--- src/rtl/gpio_port_pkg.sv ---
package gpio_port_pkg;
  typedef struct packed {
    logic dirWrite;
    logic selInput;
    logic selDir;
  } regStrobe_t;
endpackage

--- src/rtl/gpio_port_ctrl.sv ---
module gpio_port_ctrl
  import gpio_port_pkg::*;
#(
  parameter int ADDR_W = 8,
  parameter logic [ADDR_W-1:0] OFF_IN = 8'h19,
  parameter logic [ADDR_W-1:0] OFF_DIR = 8'h1A
) (
  input  logic [ADDR_W-1:0] busAddr,
  input  logic              busWr,
  output regStrobe_t        strobe
);
  logic hitIn, hitDir;

  always_comb begin
    hitIn = (busAddr == OFF_IN);
    hitDir = (busAddr == OFF_DIR);
    strobe.selInput = hitIn;
    strobe.selDir = hitDir;
    // the input register ignores writes; only the direction offset accepts them
    strobe.dirWrite = hitDir && busWr;
  end
endmodule

--- src/rtl/gpio_port_dp.sv ---
module gpio_port_dp
  import gpio_port_pkg::*;
#(
  parameter int WIDTH = 8,
  parameter int SHUT_CH = 7
) (
  input  logic             clk,
  input  logic             rstN,
  input  regStrobe_t       strobe,
  input  logic [WIDTH-1:0] busWdata,
  output logic [WIDTH-1:0] busRdata,
  input  logic [WIDTH-1:0] pinIn,
  input  logic [WIDTH-1:0] gpioOut,
  input  logic [WIDTH-1:0] pwmEn,
  input  logic [WIDTH-1:0] pwmOut,
  input  logic [WIDTH-1:0] spiEn,
  input  logic [WIDTH-1:0] spiDir,
  input  logic [WIDTH-1:0] spiOut,
  input  logic             shutEn,
  output logic [WIDTH-1:0] pinOe,
  output logic [WIDTH-1:0] pinOut
);
  logic [WIDTH-1:0] syncA, syncB;
  logic [WIDTH-1:0] dirReg;

  // pin levels are not reset: they simply follow the pads
  always_ff @(posedge clk) begin
    syncA <= pinIn;
    syncB <= syncA;
  end

  always_ff @(posedge clk or negedge rstN) begin
    if (!rstN) dirReg <= '0;
    else if (strobe.dirWrite) dirReg <= busWdata;
  end

  always_comb begin
    busRdata = '0;
    if (strobe.selInput) busRdata = syncB;
    else if (strobe.selDir) busRdata = dirReg;
  end

  for (genvar i = 0; i < WIDTH; i++) begin : g_pin
    logic shutHit;
    if (i == SHUT_CH) begin : g_shut
      assign shutHit = shutEn;
    end else begin : g_noshut
      assign shutHit = 1'b0;
    end

    // priority: shutdown, SPI, PWM, direction register
    always_comb begin
      if (shutHit) begin
        pinOe[i] = 1'b0;
        pinOut[i] = 1'b0;
      end else if (spiEn[i]) begin
        pinOe[i] = spiDir[i];
        pinOut[i] = spiOut[i];
      end else if (pwmEn[i]) begin
        pinOe[i] = 1'b1;
        pinOut[i] = pwmOut[i];
      end else begin
        pinOe[i] = dirReg[i];
        pinOut[i] = gpioOut[i];
      end
    end
  end
endmodule

--- src/rtl/gpio_override_port.sv ---
module gpio_override_port
  import gpio_port_pkg::*;
#(
  parameter int WIDTH = 8,
  parameter int ADDR_W = 8,
  parameter int SHUT_CH = 7,
  parameter logic [ADDR_W-1:0] OFF_IN = 8'h19,
  parameter logic [ADDR_W-1:0] OFF_DIR = 8'h1A
) (
  input  logic              clk,
  input  logic              rstN,
  input  logic [ADDR_W-1:0] busAddr,
  input  logic              busWr,
  input  logic [WIDTH-1:0]  busWdata,
  output logic [WIDTH-1:0]  busRdata,
  input  logic [WIDTH-1:0]  pinIn,
  input  logic [WIDTH-1:0]  gpioOut,
  input  logic [WIDTH-1:0]  pwmEn,
  input  logic [WIDTH-1:0]  pwmOut,
  input  logic [WIDTH-1:0]  spiEn,
  input  logic [WIDTH-1:0]  spiDir,
  input  logic [WIDTH-1:0]  spiOut,
  input  logic              shutEn,
  output logic [WIDTH-1:0]  pinOe,
  output logic [WIDTH-1:0]  pinOut
);
  regStrobe_t strobe;

  gpio_port_ctrl #(.ADDR_W(ADDR_W), .OFF_IN(OFF_IN), .OFF_DIR(OFF_DIR)) u_ctrl (
    .busAddr(busAddr), .busWr(busWr), .strobe(strobe)
  );

  gpio_port_dp #(.WIDTH(WIDTH), .SHUT_CH(SHUT_CH)) u_dp (
    .clk(clk), .rstN(rstN), .strobe(strobe), .busWdata(busWdata),
    .busRdata(busRdata), .pinIn(pinIn), .gpioOut(gpioOut), .pwmEn(pwmEn),
    .pwmOut(pwmOut), .spiEn(spiEn), .spiDir(spiDir), .spiOut(spiOut),
    .shutEn(shutEn), .pinOe(pinOe), .pinOut(pinOut)
  );
endmodule

--- config.mk ---
export PLATFORM = sky130hd
export DESIGN_NAME = gpio_override_port
export DESIGN_NICKNAME = d
export VERILOG_FILES = /design/src/rtl/gpio_port_pkg.sv /design/src/rtl/gpio_port_ctrl.sv /design/src/rtl/gpio_port_dp.sv /design/src/rtl/gpio_override_port.sv
export SDC_FILE = /design/constraint.sdc
export NUM_CORES = 1
export LEC_CHECK = 0
export BUFFER_PORTS_ARGS = -buffer_cell sky130_fd_sc_hd__buf_2
export CORE_MARGIN = 2
export CORE_UTILIZATION = 36
export DETAILED_ROUTE_END_ITERATION = 10
export PLACE_DENSITY = 0.79
export SLEW_MARGIN = 0
export SYNTH_ARGS = -nofsm -noshare
export SYNTH_HDL_FRONTEND = slang
export SYNTH_SLANG_ARGS = --single-unit
--- constraint.sdc ---
create_clock -name clk -period 1.1 [get_ports clk]
set_clock_uncertainty 0.2 [all_clocks]
set_input_delay 0.165 -clock clk [delete_from_list [all_inputs] [get_ports clk]]
set_output_delay 0.165 -clock clk [all_outputs]
set_load 0.1 [all_outputs]
==> results.cfg, run 1 <==
[status]
status = stopped before the end
haltStage = global routing
error = [ERROR DPL-0033] detailed placement checks failed during check placement.

[timing]
worst-ep-kind = primary output
postGrtWorstEndpoint = pinOe[7]

[clocking]
htree_levels = 1
clk_path_buf_depth = 2
clock-sinks = 24
cts-root-buf = clkbuf_4
numCtsBuffers = 3

[synth]
synth_seq_area_share_pct = 48.5
syn_inst = 105
syn_nets = 181
netlist_area_mm2 = 0.00107
postSynthAreaPerCell_um2 = 10.2
yosysWarnings = 0
yosys_register_bits = 24
synth.distinct_cells = 17

[floorplanning]
ioPinCount = 100
fp.dieH_um = 58.6
fp.dieW_um = 58.6
initial_core_util_pct = 38.3
rows = 19

[placement]
port_buffers = 99
gp_congestion = 0.714
placed_area_mm2 = 0.00225
hpwl_mm = 3.24

[grt]
antenna_found_initial = 1
grt_start_max_net_pins = 14
[Yosys cell counts, drive strengths merged]
cell type  number  area [um2]
a22oi           8        60.1
and2b           1        8.76
and4            1        8.76
buf             2        22.5
clkbuf          1        3.75
dfrtp           8         200
dfxtp          16         320
mux2            9         131
mux2i           8        80.1
nand2          15        56.3
nor2           16        60.1
nor2b           3        26.3
nor3            2        10.0
nor4b           1        15.0
o21ai          14        70.1
[logic make-up after synthesis]
family                 share of synthesized area, %
muxes                                          19.7
DFF                                            48.5
AOI/OAI and AO/OA                              12.1
and+or+nand+nor                                17.2
buffers and inverters                          2.45
[stage by stage]
step	TNS, ns	util [%]	hold WS, ns	cells	worst slack, ns
floorplan	-9.84	-	-0.331	105	-0.468
global placement	-9.20	80.1	-0.197	239	-0.554
detailed placement	-10.02	80.1	-0.190	239	-0.582
CTS	-9.42	93.4	0.0191	262	-0.485
[repair_timing]
item                                    in CTS
cloned                                       0
endpoints found under the hold margin       24
buffers inserted                             2
endpoints found under the setup margin      32
pin swaps                                   25
gates resized for setup                     38
hold buffers                                17
==> run 2, diff against run 1 <==
--- a/config.mk
+++ b/config.mk
@@ -6,10 +6,10 @@
 export NUM_CORES = 1
 export LEC_CHECK = 0
 export BUFFER_PORTS_ARGS = -buffer_cell sky130_fd_sc_hd__buf_2
-export CORE_MARGIN = 2
-export CORE_UTILIZATION = 36
+export CORE_AREA = 2 2 63 65
 export DETAILED_ROUTE_END_ITERATION = 10
-export PLACE_DENSITY = 0.79
+export DIE_AREA = 0 0 65 67
+export PLACE_DENSITY_LB_ADDON = 0.15
 export SLEW_MARGIN = 0
 export SYNTH_ARGS = -nofsm -noshare
 export SYNTH_HDL_FRONTEND = slang
==> results.cfg, run 2 <==
[timing]
hold_viol = 5
setup_ws_ns = -0.412
max_freq_mhz = 661
fin_crit_sh_pct = 137
rsz0062_at_grt = true
hold_ws_ns = -0.0707
setup_viol = 32
slew_viol_final = 0
period_needed_ns = 1.51
worst_pin_slew_ns = 0.261
slew_headroom_pct = 82.6

[clocking]
cts-root-buf = clkbuf_8
clkLatencyLatePin_ns = 0.26
cts_tree = done
clock-sinks = 24
htree_levels = 1
path_clk_slew_ns = 0.08
clk_path_buf_depth = 2
numCtsBuffers = 3

[synth]
ys_top_cells_by_area = dfxtp_1 30%, dfrtp_1 19%, mux2_4 11%
syn_inst = 105
async_flop_share_pct = 33.3
netlist_area_mm2 = 0.00107
yosys-top-cells-count = 16 x dfxtp_1, 16 x nor2_1, 15 x nand2_1, 14 x o21ai_0
synth-edff-count = 0
yosysWarnings = 0
synth.distinct_cells = 17
synth_ff_type = dfxtp_1
synth_top_area_share_pct = 29.8
yosysTopAreaCell = dfxtp_1
synth_seq_area_share_pct = 48.5
postSynthAreaPerCell_um2 = 10.2
syn_nets = 181
yosys_register_bits = 24

[status]
violations = hold timing, setup timing
status = complete, but fails checks

[cells_and_area]
syn2layout_area_growth_pct = 150
fin_area_mm2 = 0.00268
multi_input_area_um2 = 892
drive_gt1_share_pct = 76.7
diodes = 0
top_regs = u_dp.dirReg (8), u_dp.syncA (8), u_dp.syncB (8)
final_common_cell = buf_2
fillCellCount = 259
final_nets = 309
seq_area_um2 = 520
mostFrequentLayoutCells = 65 x buf_2, 24 x buf_12, 16 x dfxtp_1

[detailed_routing]
drtIter0Drc = 18
vias = 1291
via_per_inst = 4.61
drt_pass1_iterations = 4
wl_mm = 3.88
drc = 0
ant_nets = 0
wl_per_cell_um = 13.9

[floorplanning]
core_area_mm2 = 0.00361
fp.dieW_um = 65
fp.dieH_um = 67
rows = 22
initial_core_util_pct = 29.8
ioPinCount = 100
fp.dieArea_mm2 = 0.00436

[grt]
grt.met1_usage_pct = 17.9
grt.overflow.total = 0
met3_usage_pct = 5.24
grtUsageMet2_pct = 36.6
antenna_found_initial = 0
grt_use_total_pct = 17.9
grt_pass1_vias = 1359
busiest_layer = met2
grt_start_max_net_pins = 14
grt_pass1_wl_mm = 5.89

[critical_path]
startpoint_type = primary input
cp_slowest_cell = nor4b_4
crit_fanout = 8
worst-path-buf-inv = 3
required_ns = 0.73
crit_arrival_ns = 1.15
cp_top_family = simple AND/OR/NAND/NOR gates
cp-end-kind = primary output
slowest_delay_ns = 0.27
criticalPathCategory = in -> out
crit_chain = buf_6 -> nor4b_4 -> buf_4 -> nand2_8 -> nor2_4 -> buf_12

[placement]
gp_congestion = 0.657
port_buffers = 99
hpwl_mm = 2.97
placed_area_mm2 = 0.00229

[job]
drv_cap = 0

[hold_path]
min_path_type = in -> reg

[power_and_ir_drop]
power_leakage_nw = 1.18
power_density_mw_per_mm2 = 986
irDropWorstVdd_mv = 1.09
-- run 2: logic make-up (layout without fill, tap and decap cells) --
family | Yosys count | after routing | synth area share, %
DFF | 24 | 24 | 48.5
AOI/OAI and AO/OA | 22 | 22 | 12.1
and+or+nand+nor | 39 | 39 | 17.2
muxes | 17 | 17 | 19.7
buffers and inverters | 3 | 130 | 2.45
-- run 2: final timing paths --
kind                                start        endpoint  slack [ns]  depth (start not counted)
max reg2reg                u_dp.dirReg[4]  u_dp.dirReg[4]       -0.15                          3
min                           busWdata[6]  u_dp.dirReg[6]       -0.07                          2
max in group asynchronous            rstN  u_dp.dirReg[1]        0.42                          2
min reg2reg                 u_dp.syncA[1]   u_dp.syncB[1]        0.13                          0
max                            busAddr[7]     busRdata[0]       -0.41                          6
min in group asynchronous            rstN  u_dp.dirReg[7]        0.12                          2
-- run 2: worst reg2reg max path: stages (launching register included) --
cell and delay [ns]:
dfrtp_1 0.42, buf_4 0.15, buf_4 0.12, mux2_4 0.25
-- run 2: area by class of cell --
| cell class | instances | area share [%] |
|---|---|---|
| Tap cell | 48 | 2.24 |
| Clock buffer | 4 | 2.05 |
| Multi-Input combinational cell | 78 | 33.3 |
| Timing Repair Buffer | 126 | 43.1 |
| Sequential cell | 24 | 19.4 |
-- run 2: per-stage QoR --
stage	utilization [%]	instances	total power [mW]	setup WS, ns	TNS, ns
4_1_cts	73.0	276	2.65	-0.438	-8.55
5_1_grt	74.4	280	2.75	-0.476	-9.73
3_5_place_dp	63.5	259	1.96	-0.515	-9.47
2_1_floorplan	-	105	1.53	-0.468	-9.84
3_3_place_gp	63.5	259	1.94	-0.486	-8.85
6_report	74.4	280	2.65	-0.412	-8.13
-- run 2: where the power goes --
part | total [mW] | internal, mW | switching, mW
combinational | 1.12 | 0.495 | 0.626
sequential | 0.945 | 0.918 | 0.0275
clock | 0.580 | 0.319 | 0.261
total | 2.65 | 1.73 | 0.914
-- run 2: per-layer routing --
metal | wire [um] | share of wire, %
met5 | 0 | 0
met4 | 39 | 1.0
met3 | 274 | 7.1
met2 | 2220 | 57
met1 | 1340 | 35
-- run 2: what timing repair did --
item,in CTS,in global routing
setup buffers,4,2
setup endpoints to repair,32,32
resized for setup,38,3
endpoints found under the hold margin,24,8
hold buffers,9,3
pin swaps,11,7
Note: power is estimated with default switching activity, not from simulation.
